## config.mk

```make
export PLATFORM = sky130hd
export DESIGN_NAME = ctmr_top
export DESIGN_NICKNAME = d
export VERILOG_FILES = /design/src/rtl/ctmr_pkg.sv /design/src/rtl/ctmr_preset.sv /design/src/rtl/ctmr_tick.sv /design/src/rtl/ctmr_fsm.sv /design/src/rtl/ctmr_top.sv
export SDC_FILE = /design/constraint.sdc
export NUM_CORES = 1
export LEC_CHECK = 0
export BUFFER_PORTS_ARGS = -buffer_cell sky130_fd_sc_hd__buf_2
export CORE_UTILIZATION = 50
export CTS_CLUSTER_SIZE = 24
export DETAILED_ROUTE_END_ITERATION = 12
export PLACE_DENSITY = 0.76
export SYNTH_ARGS = -nofsm -noshare
export SYNTH_HDL_FRONTEND = slang
export SYNTH_SLANG_ARGS = --single-unit
```

## constraint.sdc

```tcl
create_clock -name clk -period 2.5 [get_ports clk]
set_clock_uncertainty 0.15 [all_clocks]
set_input_delay 0.5 -clock clk [delete_from_list [all_inputs] [get_ports clk]]
set_output_delay 0.5 -clock clk [all_outputs]
set_load 0.02 [all_outputs]
```

## src/rtl/ctmr_pkg.sv

```systemverilog
package ctmr_pkg;

    typedef enum logic [1:0] {
        ST_IDLE    = 2'd0,
        ST_RUN     = 2'd1,
        ST_EXPIRED = 2'd2
    } ctmr_state_e;

    typedef enum logic [1:0] {
        MD_TIMER   = 2'd0,
        MD_COUNTER = 2'd1,
        MD_TIMEOUT = 2'd2,
        MD_SPARE   = 2'd3
    } ctmr_mode_e;

endpackage

```

## src/rtl/ctmr_preset.sv

```systemverilog
module ctmr_preset #(
    parameter int CNT_W = 16,
    localparam int HALF_W = CNT_W / 2
) (
    input  logic              clk,
    input  logic              rst_n,
    input  logic [HALF_W-1:0] wr_data,
    input  logic              lo_we,
    input  logic              hi_we,
    output logic [CNT_W-1:0]  divisor,
    output logic              divisor_bad
);

    logic [HALF_W-1:0] lo_q;
    logic [HALF_W-1:0] hi_q;

    always_ff @(posedge clk or negedge rst_n) begin
        if (!rst_n) begin
            lo_q <= '0;
            hi_q <= '0;
        end else begin
            if (lo_we) lo_q <= wr_data;
            if (hi_we) hi_q <= wr_data;
        end
    end

    always_comb begin
        divisor     = {hi_q, lo_q};
        divisor_bad = (divisor < CNT_W'(2));
    end

endmodule

```

## src/rtl/ctmr_tick.sv

```systemverilog
module ctmr_tick #(
    parameter int SYNC_STAGES = 2
) (
    input  logic clk,
    input  logic rst_n,
    input  logic use_ext,
    input  logic ext_clk,
    output logic tick
);

    logic [SYNC_STAGES-1:0] sync_q;
    logic                   prev_q;

    genvar g;
    generate
        for (g = 0; g < SYNC_STAGES; g++) begin : g_sync
            if (g == 0) begin : g_first
                always_ff @(posedge clk or negedge rst_n) begin
                    if (!rst_n) sync_q[0] <= 1'b0;
                    else        sync_q[0] <= ext_clk;
                end
            end else begin : g_next
                always_ff @(posedge clk or negedge rst_n) begin
                    if (!rst_n) sync_q[g] <= 1'b0;
                    else        sync_q[g] <= sync_q[g-1];
                end
            end
        end
    endgenerate

    always_ff @(posedge clk or negedge rst_n) begin
        if (!rst_n) prev_q <= 1'b0;
        else        prev_q <= sync_q[SYNC_STAGES-1];
    end

    always_comb begin
        if (use_ext) tick = sync_q[SYNC_STAGES-1] & ~prev_q;
        else         tick = 1'b1;
    end

endmodule

```

## src/rtl/ctmr_fsm.sv

```systemverilog
module ctmr_fsm
    import ctmr_pkg::*;
#(
    parameter int CNT_W = 16
) (
    input  logic             clk,
    input  logic             rst_n,
    input  logic             tick,
    input  logic             cmd_start,
    input  logic             cmd_stop,
    input  logic             char_rx,
    input  logic [1:0]       mode_sel,
    input  logic [CNT_W-1:0] divisor,
    input  logic             divisor_bad,
    output logic             ctr_out,
    output logic             tc_flag,
    output logic             busy,
    output logic [CNT_W-1:0] count_val
);

    localparam logic [CNT_W-1:0] ONE = CNT_W'(1);

    ctmr_state_e      state_q, state_d;
    ctmr_mode_e       mode_q;
    logic [CNT_W-1:0] count_q;
    logic [CNT_W-1:0] reload_q;
    logic             out_q;
    logic             tc_q;

    logic ev_stop, ev_start, ev_rearm, ev_term, ev_step;

    always_comb begin
        ev_stop  = cmd_stop;
        ev_start = cmd_start && !cmd_stop && !divisor_bad;
        ev_rearm = char_rx && !ev_stop && !ev_start
                   && (mode_q == MD_TIMEOUT) && (state_q != ST_IDLE);
        ev_term  = (state_q == ST_RUN) && tick && (count_q == ONE)
                   && !ev_stop && !ev_start && !ev_rearm;
        ev_step  = (state_q == ST_RUN) && tick && (count_q > ONE)
                   && !ev_stop && !ev_start && !ev_rearm;
    end

    // state register
    always_ff @(posedge clk or negedge rst_n) begin
        if (!rst_n) state_q <= ST_IDLE;
        else        state_q <= state_d;
    end

    // next-state decode
    always_comb begin
        state_d = state_q;
        unique case (state_q)
            ST_IDLE: begin
                if (ev_start) state_d = ST_RUN;
            end
            ST_RUN: begin
                if (ev_stop)                          state_d = ST_IDLE;
                else if (ev_start || ev_rearm)        state_d = ST_RUN;
                else if (ev_term && mode_q != MD_TIMER) state_d = ST_EXPIRED;
            end
            ST_EXPIRED: begin
                if (ev_stop)                   state_d = ST_IDLE;
                else if (ev_start || ev_rearm) state_d = ST_RUN;
            end
            default: state_d = ST_IDLE;
        endcase
    end

    // datapath and outputs
    always_ff @(posedge clk or negedge rst_n) begin
        if (!rst_n) begin
            count_q  <= '0;
            reload_q <= '0;
            mode_q   <= MD_TIMER;
            out_q    <= 1'b0;
            tc_q     <= 1'b0;
        end else if (ev_stop) begin
            out_q <= 1'b0;
            tc_q  <= 1'b0;
        end else if (ev_start) begin
            count_q  <= divisor;
            reload_q <= divisor;
            mode_q   <= ctmr_mode_e'(mode_sel);
            out_q    <= 1'b0;
            tc_q     <= 1'b0;
        end else if (ev_rearm) begin
            count_q <= reload_q;
            tc_q    <= 1'b0;
        end else if (ev_term) begin
            tc_q <= 1'b1;
            if (mode_q == MD_TIMER) begin
                count_q <= reload_q;
                out_q   <= ~out_q;
            end else begin
                count_q <= '0;
            end
        end else if (ev_step) begin
            count_q <= count_q - ONE;
        end
    end

    always_comb begin
        ctr_out   = out_q;
        tc_flag   = tc_q;
        busy      = (state_q == ST_RUN);
        count_val = count_q;
    end

endmodule

```

## src/rtl/ctmr_top.sv

```systemverilog
module ctmr_top #(
    parameter int CNT_W       = 16,
    parameter int SYNC_STAGES = 2,
    localparam int HALF_W     = CNT_W / 2
) (
    input  logic              clk,
    input  logic              rst_n,
    input  logic [HALF_W-1:0] wr_data,
    input  logic              preset_lo_we,
    input  logic              preset_hi_we,
    input  logic [1:0]        mode_sel,
    input  logic              clk_src_ext,
    input  logic              ext_clk,
    input  logic              cmd_start,
    input  logic              cmd_stop,
    input  logic              char_rx,
    output logic              ctr_out,
    output logic              tc_flag,
    output logic              busy,
    output logic              preset_bad,
    output logic [CNT_W-1:0]  count_val
);

    logic [CNT_W-1:0] divisor;
    logic             tick;

    ctmr_preset #(.CNT_W(CNT_W)) u_preset (
        .clk         (clk),
        .rst_n       (rst_n),
        .wr_data     (wr_data),
        .lo_we       (preset_lo_we),
        .hi_we       (preset_hi_we),
        .divisor     (divisor),
        .divisor_bad (preset_bad)
    );

    ctmr_tick #(.SYNC_STAGES(SYNC_STAGES)) u_tick (
        .clk     (clk),
        .rst_n   (rst_n),
        .use_ext (clk_src_ext),
        .ext_clk (ext_clk),
        .tick    (tick)
    );

    ctmr_fsm #(.CNT_W(CNT_W)) u_fsm (
        .clk         (clk),
        .rst_n       (rst_n),
        .tick        (tick),
        .cmd_start   (cmd_start),
        .cmd_stop    (cmd_stop),
        .char_rx     (char_rx),
        .mode_sel    (mode_sel),
        .divisor     (divisor),
        .divisor_bad (preset_bad),
        .ctr_out     (ctr_out),
        .tc_flag     (tc_flag),
        .busy        (busy),
        .count_val   (count_val)
    );

endmodule

```

==> flow_metrics.tcl, run 1 <==
set metrics [dict create \
    min_to "u_tick.sync_q[0]" \
    crit_chain "or4_4, or4_4, nor2_4, buf_6" \
    routabilityCongestion 0.9175 \
    grt_max_degree 39 \
    cts.clk_slew.worst_paths_ns 0.06 \
    ant_nets 0 \
    cp-start-kind "flip-flop" \
    switchingPower_mw 0.9999 \
    cap_viol_max_count 0 \
    drv_slew 0 \
    cts_inserted_buffers 9 \
    synth_area_leaders "dfrtp_1 49%, nand2_1 7.9%, mux2_2 6.6%" \
    vdd_drop_max_mv 0.4355 \
    io_pins 39 \
    fin_util 0.7277 \
    hold_class "in2reg" \
    yosysTopAreaCellShare 0.4901 \
    finalHoldViolCount 0 \
    crit_required_ns 1.85 \
    min_path_cells 1 \
    critPathKind "reg2out" \
    clockBufferDepth 2 \
    synth_edf_count 0 \
    syn_to_final_growth_pct 39.38 \
    grt-ovfl-total 0 \
    layout_setup_ws_ns -0.1360 \
    wl_per_cell_um 18.90 \
    avgViaCountPerCell 6.304 \
    post-route-period-util 1.054 \
    fillers 403 \
    total_power_mw 3.095 \
    ys_ff_latch 57 \
    status "finished, violations left" \
    drive_gt1_frac 0.4069 \
    worst-path-buf-inv 1 \
    die-area_um2 6129 \
    worst_pin_slew_ns 0.5612 \
    track_usage 0.2910 \
    clkSinkCount 57 \
    syn_avg_cell_area_um2 9.542 \
    crit_arrival_ns 1.99 \
    pwr-share-comb 0.293 \
    crit_slowest_cell "or4_4" \
    yosys.area.top_type "dfrtp_1" \
    coreArea_um2 5574 \
    rsz0062_at_grt "yes" \
    root_buffer "clkbuf_8" \
    violations "setup timing" \
    vias 3026 \
    r2r_end "u_fsm.count_val[10]" \
    initial_utilization 0.5221 \
    rows 27 \
    p_int_mw 2.095 \
    die_h_um 78.29 \
    cpMostUsedCell "or4_4" \
    firstDrtPassIters 6 \
    antenna_found_initial 0 \
    setup_viol 13 \
    yosysWarnings 0 \
    cp_max_fo 3 \
    p_clk_frac 0.323 \
    antenna_cells 0 \
    worstHoldStart "ext_clk" \
    r2r_setup_slack_ns -0.12 \
    ys_seq_area_frac 0.4901 \
    dp_hpwl_um 6077 \
    port_buffers 38 \
    fin_crit_ns 2.636 \
    fmax_ghz 0.3794 \
    clock_latency_ns 0.33 \
    syn_inst 305 \
    postSynth.asyncResetShare 1.000 \
    pwr-share-seq 0.385 \
    grt_pass1_wl_um 13480 \
    htreeDepth 3 \
    holdWs_ns 0.1391 \
    cp_top_family "simple AND/OR/NAND/NOR gates" \
    switching_share 0.3230 \
    power.density_nw_per_um2 763.1 \
    routed_wl_um 9071 \
    synth_flop_cell "dfrtp_1" \
    chipWidth_um 78.29 \
    syn_area_um2 2910 \
    setup.worst_path.end_class "output pin" \
    max_stage_delay_ns 0.54 \
    cts_tree "built" \
    final_common_cell "nand2_1" \
    relSlewSlack 0.6259 \
    synth_cell_type_count 49 \
    leakagePower_nw 1.820 \
    drcViolationCount 0 \
    final_cell_mix "60 x nand2_1, 57 x dfrtp_1, 49 x buf_4, 38 x buf_2, 18 x nor2_1" \
    synthesis.nets 326 \
    r2r_cells 8 \
    r2r_start "u_preset.lo_q[5]" \
    first_iter_violations 431 \
    fin_nets 425 \
    grt_pass1_vias 2777 \
]
## stage by stage
| step | setup WS, ns | cells | TNS (ns) | cell area, um2 |
|---|---|---|---|---|
| floorplan | -0.03624 | 305 | -0.09965 | 2919 |
| global placement | -0.08351 | 453 | -0.2257 | 3522 |
| detailed placement | -0.08324 | 453 | -0.4917 | 3522 |
| CTS | -0.1160 | 470 | -0.2939 | 3819 |
| global route | -0.1796 | 480 | -1.958 | 4056 |
| finish | -0.1360 | 480 | -0.8991 | 4056 |
## state kept, by name, indices dropped and copies added, names as in the netlist
register / flops
u_tick.prev_q: 1
u_fsm.mode_q: 2
u_tick.sync_q: 2
u_fsm.reload_q: 16
u_preset.lo_q: 8
u_fsm.tc_flag: 1
u_fsm.state_q: 2
u_preset.hi_q: 8
u_fsm.count_val: 16
u_fsm.ctr_out: 1
## synth_stat cells (all sizes together), types with 6 or more instances
cell type	n
o211ai	8
nor2	21
nor4	8
mux2	17
a22oi	8
a21oi	15
nand2	61
or4	7
a32oi	7
dfrtp	57
inv	6
nand3	7
o21ai	18
## cell families (layout without fill, tap and decap cells)
family,after synthesis,after routing,synth area share
flops,57,57,0.4901
xor+xnor,4,4,0.01204
buf+inv,16,119,0.02494
compound gates,76,76,0.1728
simple gates,133,133,0.2257
mux,17,17,0.06578
fa+ha+maj,2,2,0.008597
## layout make-up
type                    count  area [um2]  area share
multi-input cells         232        1599      0.3942
clock inverters             2       60.06     0.01481
repair buffers             98       689.4      0.1700
inverters                   6       22.52    0.005552
well taps                  72       90.09     0.02221
clock buffers              13       168.9     0.04164
flip-flops and latches     57        1426      0.3516
## metal layers
metal  vias up  share of wire  GRT usage
met3        34           0.10    0.08605
met4         0          0.023     0.1130
li1       1317              -          -
met1      1461           0.40     0.3904
met5         -              0          0
met2       214           0.48     0.4439
## worst register-to-register path: stages (launching register included)
cell	delay [ns]
dfrtp_1	0.39
or4_4	0.54
or4_4	0.47
o21a_4	0.28
nor3_2	0.21
buf_4	0.20
buf_4	0.12
inv_1	0.03
o211ai_1	0.16
## worst max-delay path by stage
stage,slack [ns],start,endpoint,depth (start not counted)
floorplan,-0.04,u_fsm.count_val[1],u_fsm.count_val[3],8
global placement,-0.08,u_fsm.count_val[1],u_fsm.count_val[3],9
detailed placement,-0.08,u_fsm.count_val[1],u_fsm.count_val[3],9
CTS,-0.12,u_preset.lo_q[5],preset_bad,4
global route,-0.18,u_preset.lo_q[5],preset_bad,4
finish,-0.14,u_preset.lo_q[5],preset_bad,4
## power by group through the flow
stage | clock (mW) | sequential, mW | combinational, mW
final | 0.999 | 1.19 | 0.905
after detailed placement | 0 | 1.19 | 0.798
after floorplan | 0 | 1.28 | 0.312
after CTS | 1.01 | 1.17 | 0.820
after global placement | 0 | 1.18 | 0.785
after global routing | 1.06 | 1.20 | 0.967
## repair_timing
item / CTS / global route
setup endpoints to repair: 16 / 18
hold buffers: 1 / 0
gates cloned: 0 / 1
setup buffers: 1 / 9
resized for setup: 13 / 39
pin swaps: 0 / 22
endpoints found under the hold margin: 19 / 0
Note: power is estimated with default switching activity, not from simulation.
==> run 2, diff against run 1 <==
- PLACE_DENSITY: 0.76 -> 0.77
==> run 2 against run 1 <==
  * The run ends with hold timing, setup timing left
  * Fmax is 0.71% higher
  * Sequential share of layout area is 1.3 points higher
  * Register-to-register slack better by 0.09 ns
  * Power is 8.3% lower
  * Clock power is 23% lower
  * Non-clock buffer count is 7 lower
  * Core utilization is 2.7 points lower
  * Sequential power hardly changed
  * Critical path depth stayed put
  * Critical path type unchanged
  * Largest power group unchanged
  * Highest routed layer unchanged
==> flow_metrics.tcl, run 2 (synthesized netlist as in run 1, its figures left out) <==
set metrics [dict create \
    status "finished, violations left" \
    violations "hold timing, setup timing" \
    syn_to_final_growth_pct 34.26 \
    clock_latency_ns 0.35 \
    relSlewSlack 0.5874 \
    setup_tns_ns -0.1729 \
    die_h_um 78.29 \
    drive_gt1_frac 0.3781 \
    root_buffer "clkbuf_8" \
    pwr-share-comb 0.317 \
    cts.clk_slew.worst_paths_ns 0.07 \
    final_common_cell "nand2_1" \
    p_int_mw 1.854 \
    antenna_cells 0 \
    port_buffers 38 \
    cp_max_fo 3 \
    clkSinkCount 57 \
    hold_class "in2async" \
    avgViaCountPerCell 6.177 \
    critPathKind "reg2out" \
    rsz0062_at_grt "yes" \
    power.density_nw_per_um2 726.6 \
    finalHoldViolCount 22 \
    routed_wl_um 8800 \
    max_stage_delay_ns 0.54 \
    dp_cells 452 \
    fin_nets 418 \
    dp_hpwl_um 6191 \
    vdd_drop_max_mv 0.5365 \
    wl_per_cell_um 18.57 \
    grt_pass1_wl_um 13820 \
    routabilityCongestion 0.9473 \
    grt-ovfl-total 0 \
    firstDrtPassIters 5 \
    fillers 426 \
    htreeDepth 3 \
    vias 2928 \
    initial_utilization 0.5221 \
    antenna_found_initial 0 \
    switching_share 0.3472 \
    place_ws_ns -0.1560 \
    crit_slowest_cell "or4_4" \
    setup_viol 4 \
    fin_crit_ns 2.617 \
    ant_nets 0 \
    cap_viol_max_count 0 \
    p_clk_frac 0.272 \
    holdWs_ns -0.01508 \
    coreArea_um2 5574 \
    total_power_mw 2.839 \
    io_pins 39 \
    fin_util 0.7010 \
    setup.worst_path.end_class "output pin" \
    first_iter_violations 361 \
    final_cell_mix "61 x nand2_1, 57 x dfrtp_1, 45 x buf_4, 38 x buf_2" \
    drcViolationCount 0 \
    crit_chain "or4_4, or4_4, nor2_4, buf_6" \
    worst_pin_slew_ns 0.6189 \
    cp-start-kind "flip-flop" \
    cpMostUsedCell "or4_4" \
    crit_arrival_ns 1.97 \
    switchingPower_mw 0.9857 \
    post_dp_cell_area_um2 3515 \
    chipWidth_um 78.29 \
    cts_tree "built" \
    cts_inserted_buffers 9 \
    leakagePower_nw 1.762 \
    post-route-period-util 1.047 \
    final_area_um2 3908 \
    pwr-share-seq 0.411 \
    die-area_um2 6129 \
    clockBufferDepth 2 \
    grt_max_degree 36 \
    track_usage 0.3024 \
    crit_required_ns 1.85 \
    rows 27 \
    grt_pass1_vias 2796 \
    layout_setup_ws_ns -0.1175 \
    final_cell_count_no_fill 474 \
    drv_slew 0 \
    fmax_ghz 0.3820 \
]
-- run 2: cell types whose count changed in the layout (fill, tap and decap cells not counted), moves of 2 or more --
cell / change
buf_4: -4
a31oi_1: -2
bufinv_16: -2
clkinv_2: +3
o21ai_2: -2
o21ai_0: +2
buf_6: -3
a21oi_1: +2
-- run 2: area by class of cell --
class | count | area (um2) | share of cell area
Clock inverter | 3 | 15.01 | 0.003842
Inverter | 6 | 22.52 | 0.005764
Sequential cell | 57 | 1426 | 0.3650
Clock buffer | 13 | 158.9 | 0.04067
Timing Repair Buffer | 91 | 635.6 | 0.1627
Multi-Input combinational cell | 232 | 1559 | 0.3990
Tap cell | 72 | 90.09 | 0.02305
-- run 2: worst max-delay path, delay by kind of cell, from the launching register on --
family        cells  cell delay (ns)
simple gates      3             1.12
flops             1             0.38
buf+inv           1             0.12
-- run 2: final timing paths --
path	start	endpoint	slack, ns	depth (start not counted)
max reg2reg	u_preset.lo_q[5]	u_fsm.count_val[11]	-0.03	7
min in group clk	ext_clk	u_tick.sync_q[0]	0.11	1
max in group asynchronous	rst_n	u_fsm.reload_q[1]	1.64	2
min reg2reg	u_tick.sync_q[0]	u_tick.sync_q[1]	0.20	0
min	rst_n	u_fsm.reload_q[6]	-0.02	1
max	u_preset.lo_q[5]	preset_bad	-0.12	4
-- run 2: layer usage --
metal / track usage / vias to the layer above / share of wire
met2: 0.4702 / 200 / 0.47
met1: 0.4021 / 1381 / 0.40
met4: 0.1315 / 0 / 0.035
li1: - / 1305 / -
met3: 0.07442 / 42 / 0.095
met5: 0 / - / 0
-- run 2: timing repair --
item                       CTS  global route
setup endpoints to repair   14            18
resized for setup           13            26
hold buffers                 0             0
pin swaps                    1            14
cloned                       0             1
setup buffers                2             3
-- run 2: power groups by stage --
stage,clock network [mW],registers (mW),logic [mW]
finish,0.772,1.17,0.900
floorplan,0,1.28,0.312
CTS,0.781,1.16,0.833
global route,0.823,1.18,0.959
detailed placement,0,1.17,0.811
global placement,0,1.17,0.790
